==> config.mk <==
export PLATFORM = sky130hd
export DESIGN_NAME = lin_tx_ctrl
export DESIGN_NICKNAME = d
export VERILOG_FILES = /design/src/rtl/lin_tx_pkg.sv /design/src/rtl/lin_sync.sv /design/src/rtl/lin_mode_ctrl.sv /design/src/rtl/lin_dom_timer.sv /design/src/rtl/lin_tx_ctrl.sv
export SDC_FILE = /design/constraint.sdc
export NUM_CORES = 1
export LEC_CHECK = 0
export BUFFER_PORTS_ARGS = -buffer_cell sky130_fd_sc_hd__buf_2
export CELL_PAD_IN_SITES_DETAIL_PLACEMENT = 2
export CELL_PAD_IN_SITES_GLOBAL_PLACEMENT = 2
export CORE_MARGIN = 10
export CORE_UTILIZATION = 29
export DETAILED_ROUTE_END_ITERATION = 8
export PLACE_DENSITY = 0.78
export SETUP_SLACK_MARGIN = 0.1
export SLEW_MARGIN = 30
export SYNTH_ARGS = -nofsm -noshare
export SYNTH_HDL_FRONTEND = slang
export SYNTH_SLANG_ARGS = --single-unit
==> constraint.sdc <==
create_clock -name clk -period 1.7 [get_ports clk]
set_input_delay 0.17 -clock clk [delete_from_list [all_inputs] [get_ports clk]]
set_output_delay 0.17 -clock clk [all_outputs]
set_load 0.005 [all_outputs]
==> src/rtl/lin_tx_pkg.sv <==
// Shared types for the LIN transmit path controller.
// Assumes: nothing beyond IEEE 1800-2017.
package lin_tx_pkg;

    // Operating mode of the transmit path
    typedef enum logic {
        MODE_FAILSAFE = 1'b0,
        MODE_NORMAL   = 1'b1
    } lin_mode_e;

endpackage

==> src/rtl/lin_sync.sv <==
// Multi-stage synchroniser for one asynchronous level input.
// Assumes: STAGES >= 2; the reset value matches the input's idle level.
module lin_sync #(
    parameter int   STAGES  = 2,
    parameter logic RST_VAL = 1'b0
) (
    input  logic clk,
    input  logic rst_n,
    input  logic d_async,
    output logic q_sync
);

    logic [STAGES-1:0] chain_q;

    // Shift the input through the flop chain
    always_ff @(posedge clk) begin
        if (!rst_n) begin
            chain_q <= {STAGES{RST_VAL}};
        end else begin
            chain_q <= {chain_q[STAGES-2:0], d_async};
        end
    end

    assign q_sync = chain_q[STAGES-1];

endmodule

==> src/rtl/lin_mode_ctrl.sv <==
// Operating mode register: fail-safe out of reset, normal while the
// synchronised enable is high.
// Assumes: en_s is already synchronous to clk.
module lin_mode_ctrl
    import lin_tx_pkg::*;
(
    input  logic      clk,
    input  logic      rst_n,
    input  logic      en_s,
    output lin_mode_e mode_q
);

    // Select the mode from the synchronised enable
    always_ff @(posedge clk) begin
        if (!rst_n) begin
            mode_q <= MODE_FAILSAFE;
        end else if (en_s) begin
            mode_q <= MODE_NORMAL;
        end else begin
            mode_q <= MODE_FAILSAFE;
        end
    end

endmodule

==> src/rtl/lin_dom_timer.sv <==
// Dominant time-out: counts ticks while a dominant level is requested and
// latches a lock once the limit is reached. The lock holds until the
// request drops. With ENABLE = 0 the lock never sets.
// Assumes: tick is a one-cycle pulse synchronous to clk; LIMIT >= 1.
module lin_dom_timer #(
    parameter int LIMIT  = 20,
    parameter bit ENABLE = 1'b1
) (
    input  logic clk,
    input  logic rst_n,
    input  logic tick,
    input  logic dom_req,
    output logic locked
);

    localparam int CNT_W = $clog2(LIMIT + 1);

    generate
        if (ENABLE) begin : g_timer
            logic [CNT_W-1:0] cnt_q;
            logic             lock_q;

            // Count ticks during a dominant request; latch at the limit
            always_ff @(posedge clk) begin
                if (!rst_n) begin
                    cnt_q  <= '0;
                    lock_q <= 1'b0;
                end else if (!dom_req) begin
                    cnt_q  <= '0;
                    lock_q <= 1'b0;
                end else if (tick && !lock_q) begin
                    if (cnt_q == CNT_W'(LIMIT - 1)) begin
                        lock_q <= 1'b1;
                    end else begin
                        cnt_q <= cnt_q + 1'b1;
                    end
                end
            end

            assign locked = lock_q;
        end else begin : g_no_timer
            logic unused_inputs;
            assign unused_inputs = tick ^ dom_req ^ clk ^ rst_n;
            assign locked        = 1'b0;
        end
    endgenerate

endmodule

==> src/rtl/lin_tx_ctrl.sv <==
// Top of the LIN transmit path controller. It synchronises the host
// inputs, holds the operating mode, gates the driver enable by mode and
// the dominant time-out, and reports the bus level.
// Assumes: tick is a one-cycle pulse from a timebase in the clk domain.
module lin_tx_ctrl
    import lin_tx_pkg::*;
#(
    parameter int SYNC_STAGES   = 2,
    parameter int TIMEOUT_TICKS = 20,
    parameter bit TIMEOUT_EN    = 1'b1
) (
    input  logic clk,
    input  logic rst_n,
    input  logic tick,
    input  logic tx_in,
    input  logic en_in,
    input  logic bus_in,
    output logic drv_on,
    output logic rx_out,
    output logic timeout_flag
);

    logic      tx_s;
    logic      en_s;
    lin_mode_e mode_q;
    logic      is_normal;
    logic      dom_req;
    logic      locked;

    lin_sync #(.STAGES(SYNC_STAGES), .RST_VAL(1'b1)) u_tx_sync (
        .clk     (clk),
        .rst_n   (rst_n),
        .d_async (tx_in),
        .q_sync  (tx_s)
    );

    lin_sync #(.STAGES(SYNC_STAGES), .RST_VAL(1'b0)) u_en_sync (
        .clk     (clk),
        .rst_n   (rst_n),
        .d_async (en_in),
        .q_sync  (en_s)
    );

    lin_mode_ctrl u_mode (
        .clk    (clk),
        .rst_n  (rst_n),
        .en_s   (en_s),
        .mode_q (mode_q)
    );

    // Dominant request: normal mode and transmit low
    always_comb begin
        is_normal = (mode_q == MODE_NORMAL);
        dom_req   = is_normal && !tx_s;
    end

    lin_dom_timer #(.LIMIT(TIMEOUT_TICKS), .ENABLE(TIMEOUT_EN)) u_timer (
        .clk     (clk),
        .rst_n   (rst_n),
        .tick    (tick),
        .dom_req (dom_req),
        .locked  (locked)
    );

    // Output gating for driver, receiver and flag
    always_comb begin
        drv_on       = dom_req && !locked;
        rx_out       = is_normal ? bus_in : 1'b1;
        timeout_flag = locked;
    end

endmodule

**Word-level counts from Yosys, hierarchy flattened**

Index checks and enable logic that the tools add are counted.

- Register bits after elaboration: 11
- Latch bits: 0
- Memory bits (writable): 0
- Bits in read-only memories: 0
- Input bits: 6
- Output and inout port bits: 3
- Logic and storage cells: 18
- Memories: 0

- Add/sub/neg operators: 1
- Multipliers: 0
- Divide/modulo/power cells: 0
- $lt $le $gt $ge: 0
- Equal/unequal tests: 1
- Shift operators: 0
- Muxes and demuxes: 2
- Bitwise operators: 1
- Reduce and logical (&&, ||, !) cells: 8

Operators by type and width:

| kind | number |
|---|---|
| 2-bit AND reduction | 3 |
| 5-bit by 1-bit adder with 5-bit output, second input constant | 1 |
| 5-bit == test, second input constant | 1 |
| 1-bit logical AND | 3 |
| 1-bit logical NOT | 2 |
| 1-bit 2-to-1 mux | 2 |
| 1-bit NOT | 1 |

**Longest topological paths before layout**

- Depth in word-level cells: 3
- Mapped depth: 4

**Hierarchy**

A second synthesis with hierarchy kept.

- Cell total of the unflattened synthesis: 43
- Area total of the unflattened synthesis: 425.4 um2

Modules (own cells, without submodules):

| module | times used | cells each | area each (um2) | seq. area each (um2) |
|---|---|---|---|---|
| lin_dom_timer | 1 | 30 | 269.0 | 120.1 |
| lin_sync | 2 | 4 | 52.6 | 40.0 |
| lin_mode_ctrl | 1 | 2 | 26.3 | 20.0 |
| lin_tx_ctrl | 1 | 3 | 25.0 | 0.0 |

**Least setup slack after synthesis**

No wires, ideal clock.

- Path kind: reg2reg
- Start: register u_timer.g_timer.cnt_q[0]
- End: register u_timer.g_timer.cnt_q[0]
- Setup time: 0.070 ns
- Data arrival time: 1.125 ns
- Setup slack: 0.505 ns
- Cell stages (with the launch flop): 5
- Buffers on the path: 0
- Cell sequence: dfxtp_1 ha_1 nor4bb_4 or3_1 a21oi_1

- Cells in the longest elaborated chain, start to end: 3
- Elaborated cells between the ends (all ways): 4
- Classes of those cells: add/sub: 1; eq/ne: 1; bitwise: 1; reduce/logical: 1

Ends and longest elaborated chain:

| what | RTL line | source |
|---|---|---|
| from (decl) | lin_dom_timer.sv:20 | `logic [CNT_W-1:0] cnt_q;` |
| from (signal assigned) | lin_dom_timer.sv:35 | `cnt_q <= cnt_q + 1'b1;` |
| branches (longest 3 deep; another with 5-bit by 1-bit adder with 5-bit output) | -- |  |

Several ways; the timed one is not identified.
A chain may end at the register's enable or synchronous reset.

**Worst setup path in the final report**

- Start: register u_timer.g_timer.cnt_q[0]
- End: register u_timer.g_timer.cnt_q[2]

Same word-level chain as after synthesis.

==> results_dict.tcl <==
set metrics [dict create \
    synth_area_sq_um 433 \
    port_buffers 8 \
    dp_hpwl_um 733 \
    dieArea_sq_um 3440 \
    reg2reg_from "u_timer.g_timer.cnt_q[0]" \
    htree_levels 1 \
    vias 365 \
    first_pass_iters 4 \
    ctsResizeCount 0 \
    grt_usage_pct 6.81 \
    fillCellCount 153 \
    slew_headroom_pct 76.0 \
    power_frac_clock_pct 38.4 \
    drc 0 \
    finalCritPeriodShare_pct 76.7 \
    grt_antenna_before_repair 0 \
    syn2layout_area_growth_pct 19.9 \
    power_mw 0.455 \
    worstSkewPairLatency_ns 0.27 \
    clock_path_buffers 2 \
    syn_nets 50 \
    end_kind "register" \
    critical_path_arrival_ns 1.50 \
    setup_slack_ns 0.397 \
    reg2reg_depth 4 \
    post-cts-setup-buffers 0 \
    startpoint_type "register" \
    cts_sinks 11 \
    yosys_register_bits 11 \
    power.share.switching_pct 21.2 \
    cp_max_fo 6 \
    die_width_um 58.6 \
    crit_path_start "u_timer.g_timer.cnt_q[0]" \
    first_global_vias 404 \
    synth.distinct_cells 16 \
    io_pins 9 \
    leakage_nw 0.193 \
    std_cell_rows 13 \
    switchingPower_mw 0.0962 \
    status "completed" \
    start_util_pct 32.1 \
    dp_cells 66 \
    gp_congestion 0.693 \
    worstPathRequired_ns 1.89 \
    cts_tree "done" \
    numCtsBuffers 3 \
    dpl_cell_area_sq_um 492 \
    drtIter0Drc 2 \
    hold_viol 0 \
    finalSetupViolCount 0 \
    nets 63 \
    post-route-min-period_ns 1.30 \
    p_int_mw 0.359 \
    hold_start "tx_in" \
    utilization_pct 38.5 \
    drive_gt1_share_pct 23.6 \
    setup_tns_ns 0 \
    hold_path_class "input port to register" \
    clk_pin_slew_ns 0.07 \
    r2r_end "u_timer.g_timer.cnt_q[2]" \
    routed_wirelength_mm 1.01 \
    maxCapViolations 0 \
    p_seq_share_pct 58.1 \
    r2r_setup_slack_ns 0.40 \
    max_freq_mhz 767 \
    vias_per_cell 5.21 \
    root_buffer "clkbuf_4" \
    syn_avg_cell_area_sq_um 10.1 \
    wl_per_cell_um 14.4 \
    die_y_um 58.6 \
    finish.instance_area_sq_um 519 \
    rsz0062_at_grt "no" \
    synth-warning-count 0 \
    ant_nets 0 \
    grt_first_pass_wirelength_mm 1.77 \
    synth_cells 43 \
    vdd_drop_max_uv 411 \
    place_ws_ns 0.432 \
    crit_type "register to register" \
    p_comb_share_pct 3.5 \
    power.density_nw_per_um2 876 \
    fp.coreArea_sq_um 1350 \
    timing.hold.ws_ns 0.0708 \
    finalNonFillerCells 70 \
    cts_hold_buf 0 \
    maxSlewViolCount 0 \
    clock_skew_ns 0.00656 \
    holdPathEnd "u_tx_sync.chain_q[0]" \
    grt_overflow 0 \
    grt_max_degree 8 \
    antenna-diode-count 0 \
    synth_seq_area_share_pct 50.9 \
    worst_pin_slew_ns 0.360 \
    worstHoldPathCells 2 \
]
-- cells in the final DEF, fill, tap and decap left out --
| master | n |
|---|---|
| nand3_1 | 1 |
| dfxtp_1 | 11 |
| nor3b_1 | 1 |
| o21ai_0 | 3 |
| o31ai_1 | 1 |
| nor2_1 | 1 |
| nand2_1 | 3 |
| and3b_1 | 1 |
| nor4bb_4 | 1 |
| o211ai_1 | 1 |
| clkinv_2 | 1 |
| clkbuf_4 | 3 |
| or3_1 | 4 |
| nand3b_1 | 2 |
| buf_2 | 8 |
| a21oi_1 | 5 |
| and2_1 | 3 |
| nand2b_1 | 4 |
| ha_1 | 1 |
-- cell usage after synthesis --
| cell type | number | area (sq um) |
|---|---|---|
| and2_1 | 3 | 18.8 |
| o21ai_0 | 3 | 15.0 |
| nor4bb_4 | 1 | 25.0 |
| and3b_1 | 1 | 8.76 |
| nand2b_1 | 4 | 25.0 |
| nand2_1 | 3 | 11.3 |
| dfxtp_1 | 11 | 220 |
| o211ai_1 | 1 | 7.51 |
| or3_1 | 4 | 25.0 |
| o31ai_1 | 1 | 7.51 |
| nand3_1 | 1 | 5.00 |
| nor3b_1 | 1 | 7.51 |
| ha_1 | 1 | 12.5 |
| nor2_1 | 1 | 3.75 |
| nand3b_1 | 2 | 15.0 |
| a21oi_1 | 5 | 25.0 |
-- area by class of cell --
type / count / area (sq um) / area share [%]
Sequential cell: 11 / 220 / 42.4
Multi-Input combinational cell: 32 / 213 / 41.0
Timing Repair Buffer: 8 / 40.0 / 7.71
Clock buffer: 3 / 22.5 / 4.34
Tap cell: 15 / 18.8 / 3.61
Clock inverter: 1 / 5.00 / 0.964
-- critical path, cell delays in order, from the launching register on --
cell and delay [ns]:
dfxtp_1 0.34, ha_1 0.23, nor4bb_4 0.18, or3_1 0.35
a21oi_1 0.13
-- power groups by stage --
stage / Sequential [mW] / Clock (mW) / Combinational [mW]
floorplan: 0.270 / 0 / 0.00681
global placement: 0.270 / 0 / 0.0156
detailed placement: 0.270 / 0 / 0.0157
CTS: 0.264 / 0.188 / 0.0162
global route: 0.265 / 0.204 / 0.0183
finish: 0.264 / 0.175 / 0.0158
-- flip-flops by register name (all words and copies together), names as in the netlist --
register,cells
u_timer.g_timer.cnt_q,5
u_en_sync.chain_q,2
u_tx_sync.chain_q,2
u_mode.mode_q,1
u_timer.locked,1
-- how the worst max path moves through the flow --
stage                     depth (start not counted)  slack, ns                        to
final                                             4       0.40  u_timer.g_timer.cnt_q[2]
after global placement                            4       0.45  u_timer.g_timer.cnt_q[0]
after global routing                              4       0.27  u_timer.g_timer.cnt_q[0]
after floorplan                                   4       0.50  u_timer.g_timer.cnt_q[0]
after detailed placement                          4       0.43  u_timer.g_timer.cnt_q[2]
after CTS                                         4       0.39  u_timer.g_timer.cnt_q[2]
-- cell families (layout without fill, tap and decap cells) --
| kind of cell | count (synthesis) | after routing | synth area share [%] |
|---|---|---|---|
| buffers and inverters | 0 | 12 | 0 |
| adder cells (fa/ha/maj) | 1 | 1 | 2.89 |
| flip-flops | 11 | 11 | 50.9 |
| AND/OR/NAND/NOR | 21 | 21 | 33.5 |
| AO/OA/AOI/OAI | 10 | 10 | 12.7 |
-- routing by layer --
layer  global-route usage (%)  up-vias  share of wire [%]
li1                         -      177                  -
met1                     6.42      177                 40
met2                     11.2        9                 51
met3                     4.72        2                7.8
met4                     2.95        0                1.4
met5                        0        -                  0
(Power assumes the default switching activity.)
